--- src/rtl/lss_pkg.sv ---
package lss_pkg;

    localparam int WORD_W  = 32;
    localparam int SPD_W   = 4;
    localparam int CHG_BIT = 17;
    localparam int NEG_LSB = 16;

    localparam logic [SPD_W-1:0] GEN1 = 4'd1;
    localparam logic [SPD_W-1:0] GEN2 = 4'd2;

    typedef enum logic [1:0] {
        SEL_CAP,
        SEL_CTL,
        SEL_STA
    } reg_sel_t;

    typedef struct packed {
        logic     req;
        logic     we;
        reg_sel_t sel;
    } cfg_cmd_t;

    typedef enum logic [3:0] {
        S_IDLE,
        S_CAP_RD1,
        S_CAP_WR1,
        S_LNK1_CHK,
        S_LNK1_GAP,
        S_CAP_RD2,
        S_CAP_WR2,
        S_CTL_RD,
        S_CTL_WR,
        S_SPD_RD,
        S_SPD_GAP,
        S_LNK2_CHK,
        S_LNK2_GAP,
        S_STA_RD,
        S_DONE,
        S_FAIL
    } seq_state_t;

    function automatic logic [WORD_W-1:0] with_speed(input logic [WORD_W-1:0] w,
                                                     input logic [SPD_W-1:0]  g);
        return {w[WORD_W-1:SPD_W], g};
    endfunction

    function automatic logic [WORD_W-1:0] with_change(input logic [WORD_W-1:0] w);
        return w | (WORD_W'(1) << CHG_BIT);
    endfunction

    function automatic logic [SPD_W-1:0] neg_speed(input logic [WORD_W-1:0] w);
        return w[NEG_LSB +: SPD_W];
    endfunction

endpackage

--- src/rtl/lss_pacer.sv ---
module lss_pacer #(
    parameter int GAP_CYC   = 12500,
    parameter int MAX_TRIES = 200
) (
    input  logic clk,
    input  logic rst,
    input  logic clr_i,
    input  logic miss_i,
    input  logic arm_i,
    output logic due_o,
    output logic last_o
);
    localparam int GW = $clog2(GAP_CYC + 1);
    localparam int TW = $clog2(MAX_TRIES + 1);

    logic [GW-1:0] gap_q;
    logic [TW-1:0] tries_q;

    always_ff @(posedge clk) begin
        if (rst) begin
            gap_q <= '0;
        end else if (arm_i) begin
            gap_q <= GW'(GAP_CYC - 1);
        end else if (gap_q != '0) begin
            gap_q <= gap_q - GW'(1);
        end
    end

    always_ff @(posedge clk) begin
        if (rst || clr_i) begin
            tries_q <= '0;
        end else if (miss_i) begin
            tries_q <= tries_q + TW'(1);
        end
    end

    assign due_o  = (gap_q == '0);
    assign last_o = (tries_q == TW'(MAX_TRIES - 1));

endmodule

--- src/rtl/lss_fsm.sv ---
module lss_fsm
    import lss_pkg::*;
(
    input  logic              clk,
    input  logic              rst,
    input  logic              start_i,
    input  logic              link_up_i,
    input  logic              ack_i,
    input  logic [WORD_W-1:0] rdata_i,
    input  logic              due_i,
    input  logic              last_i,
    output cfg_cmd_t          cmd_o,
    output logic [WORD_W-1:0] wdata_o,
    output logic              clr_o,
    output logic              miss_o,
    output logic              arm_o,
    output logic              train_en_o,
    output logic              done_o,
    output logic              fail_o,
    output logic [SPD_W-1:0]  speed_o
);
    seq_state_t        st_q;
    logic [WORD_W-1:0] hold_q;
    logic              chg_busy;
    logic              lnk_chk;

    assign chg_busy = rdata_i[CHG_BIT];
    assign lnk_chk  = (st_q == S_LNK1_CHK) || (st_q == S_LNK2_CHK);

    always_comb begin
        cmd_o   = '{req: 1'b0, we: 1'b0, sel: SEL_CAP};
        wdata_o = hold_q;
        case (st_q)
            S_CAP_RD1, S_CAP_RD2: cmd_o = '{req: 1'b1, we: 1'b0, sel: SEL_CAP};
            S_CAP_WR1: begin
                cmd_o   = '{req: 1'b1, we: 1'b1, sel: SEL_CAP};
                wdata_o = with_speed(hold_q, GEN1);
            end
            S_CAP_WR2: begin
                cmd_o   = '{req: 1'b1, we: 1'b1, sel: SEL_CAP};
                wdata_o = with_speed(hold_q, GEN2);
            end
            S_CTL_RD, S_SPD_RD: cmd_o = '{req: 1'b1, we: 1'b0, sel: SEL_CTL};
            S_CTL_WR: begin
                cmd_o   = '{req: 1'b1, we: 1'b1, sel: SEL_CTL};
                wdata_o = with_change(hold_q);
            end
            S_STA_RD: cmd_o = '{req: 1'b1, we: 1'b0, sel: SEL_STA};
            default: ;
        endcase
    end

    assign miss_o = (lnk_chk && !link_up_i) || ((st_q == S_SPD_RD) && ack_i && chg_busy);
    assign arm_o  = miss_o && !last_i;
    assign clr_o  = ack_i && ((st_q == S_CAP_WR1) || (st_q == S_CTL_WR) ||
                              ((st_q == S_SPD_RD) && !chg_busy));

    always_ff @(posedge clk) begin
        if (rst) begin
            st_q       <= S_IDLE;
            hold_q     <= '0;
            train_en_o <= 1'b0;
            done_o     <= 1'b0;
            fail_o     <= 1'b0;
            speed_o    <= '0;
        end else begin
            case (st_q)
                S_IDLE, S_DONE, S_FAIL: if (start_i) begin
                    st_q       <= S_CAP_RD1;
                    train_en_o <= 1'b0;
                    done_o     <= 1'b0;
                    fail_o     <= 1'b0;
                    speed_o    <= '0;
                end
                S_CAP_RD1: if (ack_i) begin
                    hold_q <= rdata_i;
                    st_q   <= S_CAP_WR1;
                end
                S_CAP_WR1: if (ack_i) begin
                    train_en_o <= 1'b1;
                    st_q       <= S_LNK1_CHK;
                end
                S_LNK1_CHK: begin
                    if (link_up_i)   st_q <= S_CAP_RD2;
                    else if (last_i) begin st_q <= S_FAIL; fail_o <= 1'b1; end
                    else             st_q <= S_LNK1_GAP;
                end
                S_LNK1_GAP: if (due_i) st_q <= S_LNK1_CHK;
                S_CAP_RD2: if (ack_i) begin
                    hold_q <= rdata_i;
                    st_q   <= S_CAP_WR2;
                end
                S_CAP_WR2: if (ack_i) st_q <= S_CTL_RD;
                S_CTL_RD: if (ack_i) begin
                    hold_q <= rdata_i;
                    st_q   <= S_CTL_WR;
                end
                S_CTL_WR: if (ack_i) st_q <= S_SPD_RD;
                S_SPD_RD: if (ack_i) begin
                    if (!chg_busy)   st_q <= S_LNK2_CHK;
                    else if (last_i) begin st_q <= S_FAIL; fail_o <= 1'b1; end
                    else             st_q <= S_SPD_GAP;
                end
                S_SPD_GAP: if (due_i) st_q <= S_SPD_RD;
                S_LNK2_CHK: begin
                    if (link_up_i)   st_q <= S_STA_RD;
                    else if (last_i) begin st_q <= S_FAIL; fail_o <= 1'b1; end
                    else             st_q <= S_LNK2_GAP;
                end
                S_LNK2_GAP: if (due_i) st_q <= S_LNK2_CHK;
                S_STA_RD: if (ack_i) begin
                    speed_o <= neg_speed(rdata_i);
                    done_o  <= 1'b1;
                    st_q    <= S_DONE;
                end
                default: st_q <= S_IDLE;
            endcase
        end
    end

endmodule

--- src/rtl/link_speed_seq.sv ---
module link_speed_seq
    import lss_pkg::*;
#(
    parameter int               ADDR_W    = 12,
    parameter logic [ADDR_W-1:0] CAP_ADDR = 12'h07C,
    parameter logic [ADDR_W-1:0] CTL_ADDR = 12'h80C,
    parameter logic [ADDR_W-1:0] STA_ADDR = 12'h080,
    parameter int               POLL_CYC  = 12500,
    parameter int               MAX_POLLS = 200
) (
    input  logic              clk,
    input  logic              rst,
    input  logic              start_i,
    output logic              cfg_req_o,
    output logic              cfg_we_o,
    output logic [ADDR_W-1:0] cfg_addr_o,
    output logic [31:0]       cfg_wdata_o,
    input  logic [31:0]       cfg_rdata_i,
    input  logic              cfg_ack_i,
    input  logic              link_up_i,
    output logic              train_en_o,
    output logic              done_o,
    output logic              fail_o,
    output logic [3:0]        speed_o
);
    cfg_cmd_t cmd;
    logic     clr, miss, arm, due, last;

    lss_fsm u_fsm (
        .clk        (clk),
        .rst        (rst),
        .start_i    (start_i),
        .link_up_i  (link_up_i),
        .ack_i      (cfg_ack_i),
        .rdata_i    (cfg_rdata_i),
        .due_i      (due),
        .last_i     (last),
        .cmd_o      (cmd),
        .wdata_o    (cfg_wdata_o),
        .clr_o      (clr),
        .miss_o     (miss),
        .arm_o      (arm),
        .train_en_o (train_en_o),
        .done_o     (done_o),
        .fail_o     (fail_o),
        .speed_o    (speed_o)
    );

    lss_pacer #(
        .GAP_CYC   (POLL_CYC),
        .MAX_TRIES (MAX_POLLS)
    ) u_pacer (
        .clk    (clk),
        .rst    (rst),
        .clr_i  (clr),
        .miss_i (miss),
        .arm_i  (arm),
        .due_o  (due),
        .last_o (last)
    );

    assign cfg_req_o = cmd.req;
    assign cfg_we_o  = cmd.we;

    always_comb begin
        case (cmd.sel)
            SEL_CAP: cfg_addr_o = CAP_ADDR;
            SEL_CTL: cfg_addr_o = CTL_ADDR;
            default: cfg_addr_o = STA_ADDR;
        endcase
    end

endmodule

--- config.mk ---
export PLATFORM = sky130hd
export DESIGN_NAME = link_speed_seq
export DESIGN_NICKNAME = d
export VERILOG_FILES = /design/src/rtl/lss_pkg.sv /design/src/rtl/lss_pacer.sv /design/src/rtl/lss_fsm.sv /design/src/rtl/link_speed_seq.sv
export SDC_FILE = /design/constraint.sdc
export NUM_CORES = 1
export LEC_CHECK = 0
export ABC_AREA = 1
export CAP_MARGIN = 20
export CORE_MARGIN = 2
export CORE_UTILIZATION = 49
export DETAILED_ROUTE_END_ITERATION = 7
export PLACE_DENSITY = 0.81
export RECOVER_POWER = 50
export SETUP_SLACK_MARGIN = 0.4
export SLEW_MARGIN = 5
export SYNTH_ARGS = -nofsm -noshare
export SYNTH_HDL_FRONTEND = slang
export SYNTH_SLANG_ARGS = --single-unit
--- constraint.sdc ---
create_clock -name clk -period 2.13 [get_ports clk]
set_clock_uncertainty 0.2 [all_clocks]
set_input_delay 0.213 -clock clk [delete_from_list [all_inputs] [get_ports clk]]
set_output_delay 0.213 -clock clk [all_outputs]
set_load 0.01 [all_outputs]
After elaboration in Yosys (flattened, before gate mapping)
Cells that the tools add are included.
{"block": "word_totals", "out_inout_bits": 53, "inputBits": 37, "elab_cells": 112, "register_bits": 65}
{"block": "classes", "add_sub_neg": 2, "reduce_logical": 34, "n_eq_ne": 31, "muxes": 36}
{"cell": "two-way mux 4 bit", "n": 18}
{"cell": "case mux 4 bit (14 select lines)", "n": 1}
{"cell": "case mux 18 bit (3 select lines)", "n": 1}
{"cell": "equality test 4 bit, second input constant", "n": 8}
{"cell": "two-way mux 14 bit", "n": 2}
{"cell": "!= test 2 bit, second input constant", "n": 14}
{"cell": "case mux 12 bit (2 select lines)", "n": 1}
{"cell": "case mux 4 bit (5 select lines)", "n": 1}
{"cell": "equality test 4 x 3 -> 1 bit, second input constant", "n": 4}
{"cell": "zero test 14 bit", "n": 1}
{"cell": "nonzero test 14 bit", "n": 1}
{"cell": "subtractor 14 x 1 -> 14 bit, second input constant", "n": 1}
{"cell": "AND reduction 12 bit", "n": 1}
{"cell": "OR reduction 2 bit", "n": 5}
{"cell": "adder 8 x 1 -> 8 bit, second input constant", "n": 1}
{"cell": "equality test 4 x 2 -> 1 bit, second input constant", "n": 2}
{"cell": "equality test 8 bit, second input constant", "n": 1}
{"cell": "case mux 4 bit (2 select lines)", "n": 1}
{"cell": "logical AND 1 bit", "n": 6}
{"cell": "two-way mux 1 bit", "n": 6}
{"cell": "AND reduction 3 bit", "n": 2}
{"cell": "nonzero test 2 bit", "n": 3}
{"cell": "OR reduction 3 bit", "n": 2}
{"cell": "logical OR 1 bit", "n": 5}
{"cell": "other kinds (12)", "n": 15}

Depth between registers and ports, before layout
Gate-level depths: netlist of the first run.
{"block": "depth", "word_depth": 6, "depth_mapped": 11}

Modules after synthesis
Synthesis of the first run repeated with hierarchy kept, for this count alone.
{"block": "unflattened", "cells_unflattened": 519, "hier_area_um2": 3465.8}
{"mod": "lss_fsm", "seq_area_each_um2": 860.8, "cells_each": 313, "n_inst": 1, "area_per_inst_um2": 2127.0}
{"mod": "lss_pacer", "seq_area_each_um2": 440.4, "cells_each": 192, "n_inst": 1, "area_per_inst_um2": 1256.2}
{"mod": "link_speed_seq", "seq_area_each_um2": 0.0, "cells_each": 14, "n_inst": 1, "area_per_inst_um2": 82.6}

Worst setup path before layout of the first run
No wires, ideal clock.
{"block": "synth_timing", "path_kind": "flip-flop to output port", "from": "register u_fsm.st_q[2]", "to": "output port cfg_addr_o[5]", "slack_ps": 393, "stages_incl_launch_ff": 8, "path_buffers": 2, "required_ps": 1717, "t_arrival_ps": 1324, "cell_sequence": "dfxtp_1 -> buf_4 -> nand2_1 -> inv_1 -> nand2_1 -> clkinv_1 -> nor2_1 -> buf_4"}
{"block": "synth_via", "elab_chain_cells": 5, "word_cells_on_any_way": 15, "cone_classes": "eq/ne: 9; mux: 2; reduce/logical: 4"}
{"element": "start: declaration", "line": "lss_fsm.sv:22", "text": "seq_state_t st_q;"}
{"element": "start signal: assignment", "line": "lss_fsm.sv:60", "text": "st_q <= S_IDLE;"}
{"element": "start signal: assignment", "line": "lss_fsm.sv:69", "text": "st_q <= S_CAP_RD1;"}
{"element": "start signal: assignment", "line": "lss_fsm.sv:77", "text": "st_q <= S_CAP_WR1;"}
{"element": "equality test 4 x 3 -> 1 bit, or another cell as far along", "line": "lss_fsm.sv:33", "text": "case (st_q)"}
{"element": "OR reduction 2 bit, on equally long branches"}
{"element": "case mux 4 bit (5 select lines) *", "line": "lss_fsm.sv:33"}
{"element": "equality test 2 x 1 -> 1 bit or zero test 2 bit (tied branches)", "line": "link_speed_seq.sv:66", "text": "case (cmd.sel)"}
{"element": "case mux 12 bit (2 select lines) *", "line": "link_speed_seq.sv:66"}
{"element": "end: declaration", "line": "link_speed_seq.sv:16", "text": "output logic [ADDR_W-1:0] cfg_addr_o,"}
Every way passes the cells marked *; elsewhere a longest branch is shown, timed or not.

Final worst setup path of the first run
{"block": "layout_timing", "from": "register u_fsm.st_q[0]", "to": "register u_fsm.hold_q[26]"}
{"block": "layout_via", "elab_chain_cells": 3, "word_cells_on_any_way": 5, "cone_classes": "eq/ne: 3; reduce/logical: 2"}
{"element": "equality test 4 x 1 -> 1 bit or equality test 4 x 3 -> 1 bit (tied branches)", "line": "lss_fsm.sv:67", "text": "case (st_q)"}
{"element": "OR reduction 3 bit (no source line) *"}
{"element": "AND reduction 2 bit (no source line) *"}
{"element": "end signal: assignment", "line": "lss_fsm.sv:76", "text": "hold_q <= rdata_i;"}
{"element": "end signal: assignment", "line": "lss_fsm.sv:90", "text": "hold_q <= rdata_i;"}
{"element": "end signal: assignment", "line": "lss_fsm.sv:95", "text": "hold_q <= rdata_i;"}
{"element": "end: declaration", "line": "lss_fsm.sv:23", "text": "logic [WORD_W-1:0] hold_q;"}
Marked as above.
A chain may end at the register's enable or synchronous reset.

==> impl_results.md, run 1 <==
* Antenna Nets Post-Route at 0
* Pin count of the biggest net entering global routing at 32
* Row cnt at 30
* Ys async rst share at 0
* IO Count at 90
* CTS root buf: clkbuf_8
* Fin nets at 620
* Status: finished, final reports clean
* Worst-skew pair later-pin latency at 350 ps
* Vias at 3482
* RePlAce Congestion at 0.890
* Placement Cell Area at 4080 um2
* Peak supply drop at 0.000635 V
* Complex-gate fraction of the synthesized area at 0.106
* Avg Inst Size Synth at 6.91 um2
* GR Util All Layers at 0.233
* Port Buf Inserts at 84
* Layout area overhead at 43.8%
* Post-synthesis register bit count at 65
* Min-delay worst type: reg2reg
* Pwr Density at 1240 nW/um2
* Critical Path RT at 2170 ps
* CTS max path bufs at 2
* Post-Synth XOR/XNOR Area at 0.0306
* Die height at 87.2 um
* Sequential-to-total area share from yosys stat at 0.383
* Vias in the first global route at 3087
* Worst slew margin at 0.653
* Mux cell area share after synthesis at 0
* Max Transition Viols Final at 0
* Critical path type: reg2reg
* Startpoint types: flip-flop
* Largest family of logic cells by synthesized area: simple AND/OR/NAND/NOR gates
* Critical Path End Type: flip-flop
* Final hold violation count at 0
* Clock slew at reported path FFs at 80 ps
* CTS Hold Buffers Added at 0
* DR pass1 iterations at 5
* Top post-synthesis cells by count: 96 x nor2_1, 94 x nand2_1, 65 x dfxtp_1, 40 x inv_1, 38 x buf_4
* Sequential cell area at 1320 um2
* Avg Vias per Cell at 5.24
* TritonCTS Buffers at 9
* Footprint of the multi-input gates at 1840 um2
* DP HPWL at 5.81 mm
* WL final at 9.83 mm
* Count of final setup violators at 0
* Post-layout min period at 1950 ps
* Initial antenna violation count at 0
* Max FO, Critical Path at 25
* Initial core utilization at 0.502
* LEAKAGE at 2.27 nW
* TritonCTS clock tree: built
* Share of cells above drive strength 1 at 0.258
* Drt first-iter violations at 211
* Final period util at 0.915
* Adder-cell share of the synthesized area at 0.0111
* First-pass GRT wire length at 14.1 mm
* Total negative slack at 0 ps
* RSZ-0062 raised after global routing: yes
* Remaining DRCs at 0
* Fmax at 0.513 GHz
* DR WL/cell at 14.8 um
* Fillers at 505
* Area leader, netlist: dfxtp_1
* Worst-Margin Slew at 515 ps
* Post-synth top area share at 0.383
* Hold_ws at 258 ps
* Diode count at 0
* Synthesized instance count at 491
* H-tree depth at 3
* Crit path DAT at 1990 ps
* MaxCap Viol Count at 0
* Synth Area in Simple Gates at 0.312
* Ys Warns at 0
* GRT Residual Overflow at 0
* Ys flop type: dfxtp_1
* Width of the die at 87.2 um
* Die Area at 7610 um2
* Core box area at 6760 um2
* Mapped Area at 3390 um2
* Top-count cell post-synth: nor2_1
* Distinct cells, synth at 35
* Fin area at 4880 um2
* Post-synth EDFFs at 0
* Synth area leaders: dfxtp_1 38%, nor2_1 11%, nand2_1 10%
* Clock Sinks at 65
-- routing by layer --
| metal | GRT usage | part of all wire | up-vias |
|---|---|---|---|
| li1 | - | - | 1691 |
| met2 | 0.387 | 0.51 | 135 |
| met4 | 0.0895 | 0.028 | 0 |
| met1 | 0.293 | 0.41 | 1627 |
| met5 | 0 | 0 | - |
| met3 | 0.0550 | 0.056 | 29 |
-- state kept, by name, indices dropped and copies added (netlist names) --
register	count
u_fsm.speed_o	4
u_fsm.train_en_o	1
u_fsm.fail_o	1
u_pacer.gap_q	14
u_fsm.hold_q	32
u_fsm.st_q	4
u_fsm.done_o	1
u_pacer.tries_q	8
-- report_power, final --
| group | switching [mW] | leakage (nW) | internal, mW |
|---|---|---|---|
| clock | 0.532 | 0.117 | 0.785 |
| combinational | 1.62 | 1.62 | 1.33 |
| sequential | 0.265 | 0.535 | 1.52 |
-- stage by stage --
stage / std cells / power [mW] / setup slack (ps) / utilization
2_1_floorplan: 495 / 3.43 / 461 / -
6_report: 665 / 6.04 / 181 / 0.722
4_1_cts: 646 / 5.48 / 297 / 0.668
3_3_place_gp: 619 / 3.96 / 102 / 0.604
3_5_place_dp: 619 / 4.02 / 69.5 / 0.604
5_1_grt: 665 / 6.41 / 138 / 0.722
-- logic make-up (layout without fill, tap and decap cells) --
family	Yosys count	in the layout
buf+inv	96	185
xor+xnor	11	11
simple gates	247	248
other cells	1	5
compound gates	68	68
fa+ha+maj	3	3
flops	65	65
-- critical path: stages (launching register included) --
cell and delay, ps:
dfxtp_4 440, nand2_2 120, o21ai_0 440, nand2_4 130, buf_8 200, o21ai_0 220, nor2_1 80
-- cell type report --
class | count | area share
Timing Repair Buffer | 122 | 0.243
Inverter | 47 | 0.0392
Clock inverter | 6 | 0.0236
Clock buffer | 10 | 0.0262
Multi-Input combinational cell | 335 | 0.377
Sequential cell | 65 | 0.271
Tap cell | 80 | 0.0205
-- final timing paths --
kind                      endpoint  cells after the start  slack [ps]              from
hold reg to reg   u_fsm.speed_o[3]                      2         260  u_fsm.speed_o[3]
hold / removal    u_fsm.speed_o[3]                      2         260  u_fsm.speed_o[3]
setup / recovery  u_fsm.hold_q[26]                      6         180     u_fsm.st_q[0]
setup reg to reg  u_fsm.hold_q[26]                      6         180     u_fsm.st_q[0]
-- layout by cell type, fill, tap and decap left out, types with 17 or more instances in the layout --
master	synthesis	final
nand2_2	11	19
dfxtp_1	65	56
a21oi_1	22	20
dlygate4sd3_1	0	32
nand3_1	20	17
inv_1	40	35
buf_4	38	28
nand2_1	94	78
nor2_1	96	85
clkdlybuf4s50_1	0	37
o21ai_0	33	24
-- repair_timing --
item	CTS	global route
pin swaps	8	24
cloned	0	2
setup endpoints to repair	66	70
setup buffers	11	17
gates resized for setup	101	74
No activity file was read; power rests on OpenSTA's default activity.
==> run 2: changes to the inputs <==
--- a/config.mk
+++ b/config.mk
@@ -7,7 +7,6 @@
 export LEC_CHECK = 0
 export ABC_AREA = 1
 export CAP_MARGIN = 20
-export CORE_MARGIN = 2
 export CORE_UTILIZATION = 49
 export DETAILED_ROUTE_END_ITERATION = 7
 export PLACE_DENSITY = 0.81
==> impl_results.md, run 2 (synthesis results as in run 1) <==
* Core box area at 6530 um2 (-3.3%)
* Antenna Nets Post-Route at 0 (unchanged)
* Final hold violation count at 0 (unchanged)
* Fmax at 0.511 GHz (-0.31%)
* Port Buf Inserts at 84 (unchanged)
* MaxCap Viol Count at 0 (unchanged)
* Avg Vias per Cell at 5.43 (+3.8%)
* Width of the die at 85.2 um (-2.3%)
* GRT Residual Overflow at 0 (unchanged)
* Peak supply drop at 0.000576 V (-9.3%)
* RR Endpoint: u_fsm.hold_q[27]
* LEAKAGE at 2.38 nW (+4.9%)
* Worst-skew pair later-pin latency at 350 ps (about the same)
* Biggest register: u_fsm.hold_q
* Worst hold endpoint: u_fsm.speed_o[1]
* Worst r2r src: u_fsm.st_q[1]
* Share of cells above drive strength 1 at 0.304 (+0.0461)
* DR WL/cell at 16.3 um (+10%)
* H-tree depth at 3 (unchanged)
* Max Transition Viols Final at 0 (unchanged)
* Pin count of the biggest net entering global routing at 34 (+6.3%)
* Top flop regs: u_fsm.hold_q: 32 flops, u_pacer.gap_q: 14 flops, u_pacer.tries_q: 8 flops
* Post-layout min period at 1960 ps (+5.97 ps)
* Critical Path RT at 1720 ps (-450 ps)
* RePlAce Congestion at 0.874 (-1.7%)
* CTS max path bufs at 2 (unchanged)
* Fillers at 419 (-17%)
* TritonCTS clock tree: built
* Layout area overhead at 50.4%
* DP HPWL at 5.76 mm (-0.88%)
* DR pass1 iterations at 4 (-1)
* Total negative slack at 0 ps (unchanged)
* Clock Sinks at 65 (unchanged)
* Count of final setup violators at 0 (unchanged)
* Clock slew at reported path FFs at 70 ps (about the same)
* Min-delay worst type: reg2reg
* Critical path type: reg2out
* Max reg flops at 32 (unchanged)
* Row cnt at 29 (-3.3%)
* Die Area at 7260 um2 (-4.5%)
* Footprint of the multi-input gates at 1960 um2 (+6.9%)
* Core Util, Final at 0.782 (+0.0596)
* Final period util at 0.918 (+0.00280)
* Die height at 85.2 um (-2.3%)
* Initial core utilization at 0.520 (+0.0173)
* WL final at 10.9 mm (+11%)
* WHS Path Cells at 2 (unchanged)
* Fin nets at 630 (+1.6%)
* Cells on worst reg2reg path at 9 (+3)
* Flop2flop setup slack at 190 ps (about the same)
* HP Start: u_fsm.speed_o[1]
* Sequential cell area at 1320 um2 (-0.28%)
* Crit path DAT at 1540 ps (-450 ps)
* Critical Path End Type: output port
* Pwr Density at 1150 nW/um2 (-7.1%)
* TritonCTS Buffers at 9 (unchanged)
* Power, Total at 5.87 mW (-2.8%)
* First-pass GRT wire length at 13.9 mm (-1.5%)
* IO Count at 90 (unchanged)
* Diode count at 0 (unchanged)
* Remaining DRCs at 0 (unchanged)
* RSZ-0062 raised after global routing: yes
* Initial antenna violation count at 0 (unchanged)
* Commonest non-fill, non-tap cell in the layout: nor2_1
* CTS root buf: clkbuf_8
* Startpoint types: flip-flop
* Vias at 3652 (+4.9%)
* Status: finished, final reports clean
* Vias in the first global route at 3118 (+1.0%)
* Drt first-iter violations at 188 (-11%)
* Commonest non-fill, non-tap cells in the layout: 85 x nor2_1, 80 x nand2_1, 59 x dfxtp_1, 37 x clkdlybuf4s50_1
* Max FO, Critical Path at 7 (-72%)
* GR Util All Layers at 0.242 (+0.00879)
==> run 2: cell types whose count changed in the layout (fill, tap and decap cells not counted), moves of 5 or more <==
cell,previous run,this run
buf_6,15,25
nand2_2,19,9
a21oi_1,20,12
o21ai_0,24,11
o21ai_2,1,12
nand2_4,9,14
a21oi_2,2,10
==> run 2: layer usage <==
layer,GRT usage,share of wire,up-vias
li1,-,-,1716
met2,0.426,0.51,175
met1,0.288,0.39,1714
met4,0.0955,0.035,0
met3,0.0486,0.065,47
met5,0,0,-
==> run 2: where the power goes <==
part	leakage, nW	switching [mW]	internal, mW
registers	0.534	0.251	1.51
clock network	0.0887	0.514	0.455
logic	1.76	1.76	1.38
==> run 2: how the worst max path moves through the flow <==
stage / depth (start not counted) / end / start / slack [ps]
final: 7 / cfg_addr_o[5] / u_fsm.st_q[1] / 170
after global routing: 9 / u_fsm.hold_q[10] / u_fsm.st_q[1] / 130
after CTS: 5 / cfg_addr_o[2] / u_fsm.st_q[0] / 320
after detailed placement: 6 / cfg_addr_o[5] / u_fsm.st_q[3] / 80
after global placement: 5 / cfg_addr_o[4] / u_fsm.st_q[1] / 90
after floorplan: 7 / cfg_addr_o[5] / u_fsm.st_q[2] / 460
==> run 2: repair_timing <==
| action | 4_1_cts | 5_1_grt |
|---|---|---|
| hold buffers | 0 | 0 |
| setup buffers | 21 | 11 |
| pin swaps | 19 | 36 |
| gates resized for setup | 112 | 121 |
| gates cloned | 1 | 5 |
| setup endpoints to repair | 59 | 75 |
==> run 2: worst max-delay path: stages (launching register included) <==
cell and delay (ps):
dfxtp_4 400, nand2_1 210, inv_4 70, nand2_4 80, nand3_4 90, nor2_4 120, buf_6 120, buf_6 90
==> run 2: final cells by class <==
type,instances,area share
Timing Repair Buffer,133,0.265
Tap cell,77,0.0189
Clock buffer,10,0.0270
Inverter,47,0.0380
Sequential cell,65,0.258
Clock inverter,6,0.00833
Multi-Input combinational cell,334,0.385
==> run 2: per-stage QoR <==
| stage | setup WS [ps] | cell area [um2] | instances | hold WS (ps) |
|---|---|---|---|---|
| after floorplan | 461 | 3410 | 495 | 160 |
| after global routing | 132 | 5110 | 672 | 282 |
| after detailed placement | 80.7 | 4090 | 618 | 253 |
| final | 175 | 5110 | 672 | 256 |
| after CTS | 318 | 4610 | 656 | 262 |
| after global placement | 89.0 | 4090 | 618 | 246 |
==> run 3: changes to the inputs <==
--- a/config.mk
+++ b/config.mk
@@ -6,13 +6,16 @@
 export NUM_CORES = 1
 export LEC_CHECK = 0
 export ABC_AREA = 1
+export ABC_CLOCK_PERIOD_IN_PS = 2130
 export CAP_MARGIN = 20
 export CORE_UTILIZATION = 49
 export DETAILED_ROUTE_END_ITERATION = 7
-export PLACE_DENSITY = 0.81
+export PLACE_DENSITY = 0.8
 export RECOVER_POWER = 50
+export REMOVE_ABC_BUFFERS = 1
 export SETUP_SLACK_MARGIN = 0.4
 export SLEW_MARGIN = 5
 export SYNTH_ARGS = -nofsm -noshare
 export SYNTH_HDL_FRONTEND = slang
+export SYNTH_HIERARCHICAL = 1
 export SYNTH_SLANG_ARGS = --single-unit
==> impl_results.md, run 3 <==
* Status: finished, final reports clean
* Clock slew at reported path FFs at 80 ps (about the same)
* Drt first-iter violations at 171 (-9.0%)
* HP Start: cfg_rdata_i[22]
* Peak supply drop at 0.000719 V (+25%)
* DR top layer: met4
* Setup slack after layout at 214 ps (+39.5 ps)
* Top post-synthesis cells by count: 115 x nor2_1, 98 x nand2_1, 65 x dfxtp_1, 48 x inv_1, 38 x buf_4
* Pin count of the biggest net entering global routing at 37 (+8.8%)
* Layout area overhead at 46.4%
* DR pass1 iterations at 7 (+3)
* Hold_ws at 266 ps (+10.0 ps)
* Commonest non-fill, non-tap cell in the layout: nor2_1
* LEAKAGE at 2.36 nW (-0.78%)
* Avg Vias per Cell at 5.15 (-5.2%)
* Met3 Routed Length at 843 um (+19%)
* DP HPWL at 6.15 mm (+6.9%)
* DR WL/cell at 14.2 um (-13%)
* Max reg flops at 32 (unchanged)
* Top-count cell post-synth: nor2_1
* Die Area at 7410 um2 (+2.1%)
* Sequential cell area at 1330 um2 (+0.76%)
* WL final at 10.3 mm (-6.1%)
* GRT Residual Overflow at 0 (unchanged)
* Total negative slack at 0 ps (unchanged)
* Pwr Density at 1160 nW/um2 (+0.66%)
* Fin area at 5070 um2 (-0.64%)
* Crit path DAT at 1980 ps (+440 ps)
* Post-synth EDFFs at 0 (unchanged)
* TritonCTS clock tree: built
* Max Transition Viols Final at 0 (unchanged)
* Ys Warns at 6 (+6)
* Count of final setup violators at 0 (unchanged)
* Share of cells above drive strength 1 at 0.280 (-0.0239)
* Pre-CTS setup slack at 19.8 ps (-60.9 ps)
* Initial core utilization at 0.507 (-0.0124)
* Crit path from: u_fsm/st_q[3]
* CTS max path bufs at 2 (unchanged)
* Area leader, netlist: dfxtp_1
* CTS root buf: clkbuf_8
* Row cnt at 30 (+3.4%)
* Post-synth top area share at 0.375 (-0.00789)
* Synthesized instance count at 519 (+5.7%)
* Core box area at 6830 um2 (+4.6%)
* RSZ-0062 raised after global routing: yes
* Critical Path End Type: flip-flop
* Metal1 wirelength at 4.07 mm (-5.3%)
* GR Util All Layers at 0.264 (+0.0227)
* Critical Path RT at 2200 ps (+480 ps)
* MaxCap Viol Count at 0 (unchanged)
* Worst-skew pair later-pin latency at 340 ps (about the same)
* Fmax at 0.522 GHz (+2.1%)
* Fin nets at 664 (+5.4%)
* Post-layout min period at 1920 ps (-39.5 ps)
* Min-delay worst type: in2reg
* Synth area leaders: dfxtp_1 38%, nor2_1 12%, nand2_1 11%
* Vias in the first global route at 3417 (+9.6%)
* RePlAce Congestion at 0.967 (+11%)
* Vias at 3729 (+2.1%)
* Commonest non-fill, non-tap cells in the layout: 106 x nor2_1, 83 x nand2_1, 55 x dfxtp_1, 38 x buf_4, 36 x clkdlybuf4s50_1
* CTS Hold Buffers Added at 0 (unchanged)
* WL met2 at 4.99 mm (-9.7%)
* Remaining DRCs at 0 (unchanged)
* Final hold violation count at 0 (unchanged)
* Final period util at 0.899 (-0.0185)
* Startpoint types: flip-flop
* First-pass GRT wire length at 15.4 mm (+10%)
* IO Count at 90 (unchanged)
* Footprint of the multi-input gates at 1920 um2 (-2.4%)
* Ys flop type: dfxtp_1
* Distinct cells, synth at 34 (-2.9%)
* Sequential-to-total area share from yosys stat at 0.375 (-0.00789)
* Clock Sinks at 65 (unchanged)
* Die height at 86.1 um (+1.0%)
* Width of the die at 86.1 um (+1.0%)
* Initial antenna violation count at 0 (unchanged)
* Core Util, Final at 0.743 (-0.0391)
* Diode count at 0 (unchanged)
* Port Buf Inserts at 84 (unchanged)
* Placement Cell Area at 4210 um2 (+2.8%)
* Biggest register: u_fsm/hold_q
* Antenna Nets Post-Route at 0 (unchanged)
* H-tree depth at 3 (unchanged)
* Critical path type: reg2reg
* Mapped Area at 3470 um2 (+2.1%)
* TritonCTS Buffers at 9 (unchanged)
* Avg Inst Size Synth at 6.68 um2 (-3.4%)
* Max FO, Critical Path at 4 (-3)
* Post-synthesis register bit count at 65 (unchanged)
* Top flop regs: u_fsm/hold_q: 32 flops, u_pacer/gap_q: 14 flops, u_pacer/tries_q: 8 flops
* Ys async rst share at 0 (unchanged)
* Worst r2r src: u_fsm/st_q[3]
* Fillers at 528 (+26%)
-- run 3: report_power, final --
part / switching [mW] / total (mW) / internal [mW]
registers: 0.227 / 1.71 / 1.48
clock network: 0.487 / 1.14 / 0.653
logic: 1.70 / 3.03 / 1.32
total: 2.42 / 5.88 / 3.46
-- run 3: kinds of logic (layout without fill, tap and decap cells) --
family	Yosys count	count (layout)	share of synthesized area
other	1	5	0.00108
AND/OR/NAND/NOR	279	280	0.346
adder cells (fa/ha/maj)	3	3	0.0108
AO/OA/AOI/OAI	69	69	0.108
buffers and inverters	100	204	0.153
XOR/XNOR	2	2	0.00506
flip-flops	65	65	0.375
-- run 3: path summary, 6_finish.rpt --
kind | end | slack [ps] | cells after the start
worst min register to register | u_fsm/fail_o | 270 | 2
worst max register to register | u_pacer/tries_q[6] | 210 | 11
worst max-delay path | u_pacer/tries_q[6] | 210 | 11
worst min-delay path | u_fsm/hold_q[22] | 270 | 3
-- run 3: stage by stage --
step	total power, mW	cells
finish	5.88	724
global route	6.25	724
CTS	5.54	707
detailed placement	4.07	667
global placement	4.05	667
floorplan	3.20	476
-- run 3: what timing repair did --
item,4_1_cts,5_1_grt
setup buffers,25,16
gates resized for setup,130,59
endpoints found under the setup margin,73,72
pin swaps,23,21
cloned,0,1
-- run 3: layer usage --
layer  global-route usage  up-vias
li1                     -     1804
met1                0.294     1719
met2                0.444      167
met3               0.0991       39
met4                0.127        0
met5                    0        -
-- run 3: area by class of cell --
class / instances / area share
repair buffers: 136 / 0.252
well taps: 96 / 0.0237
clock buffers: 10 / 0.0252
multi-input cells: 359 / 0.378
flip-flops and latches: 65 / 0.262
clock inverters: 5 / 0.0160
inverters: 53 / 0.0432
-- run 3: critical path, stage by stage (launching register included) --
cell	delay, ps
dfxtp_4	380
buf_6	130
nand2_8	70
nor2_4	140
nand3_2	90
nand2_1	140
nand3_1	150
nor2_4	150
nand2_2	80
inv_2	70
a21oi_1	70
nor3_1	160
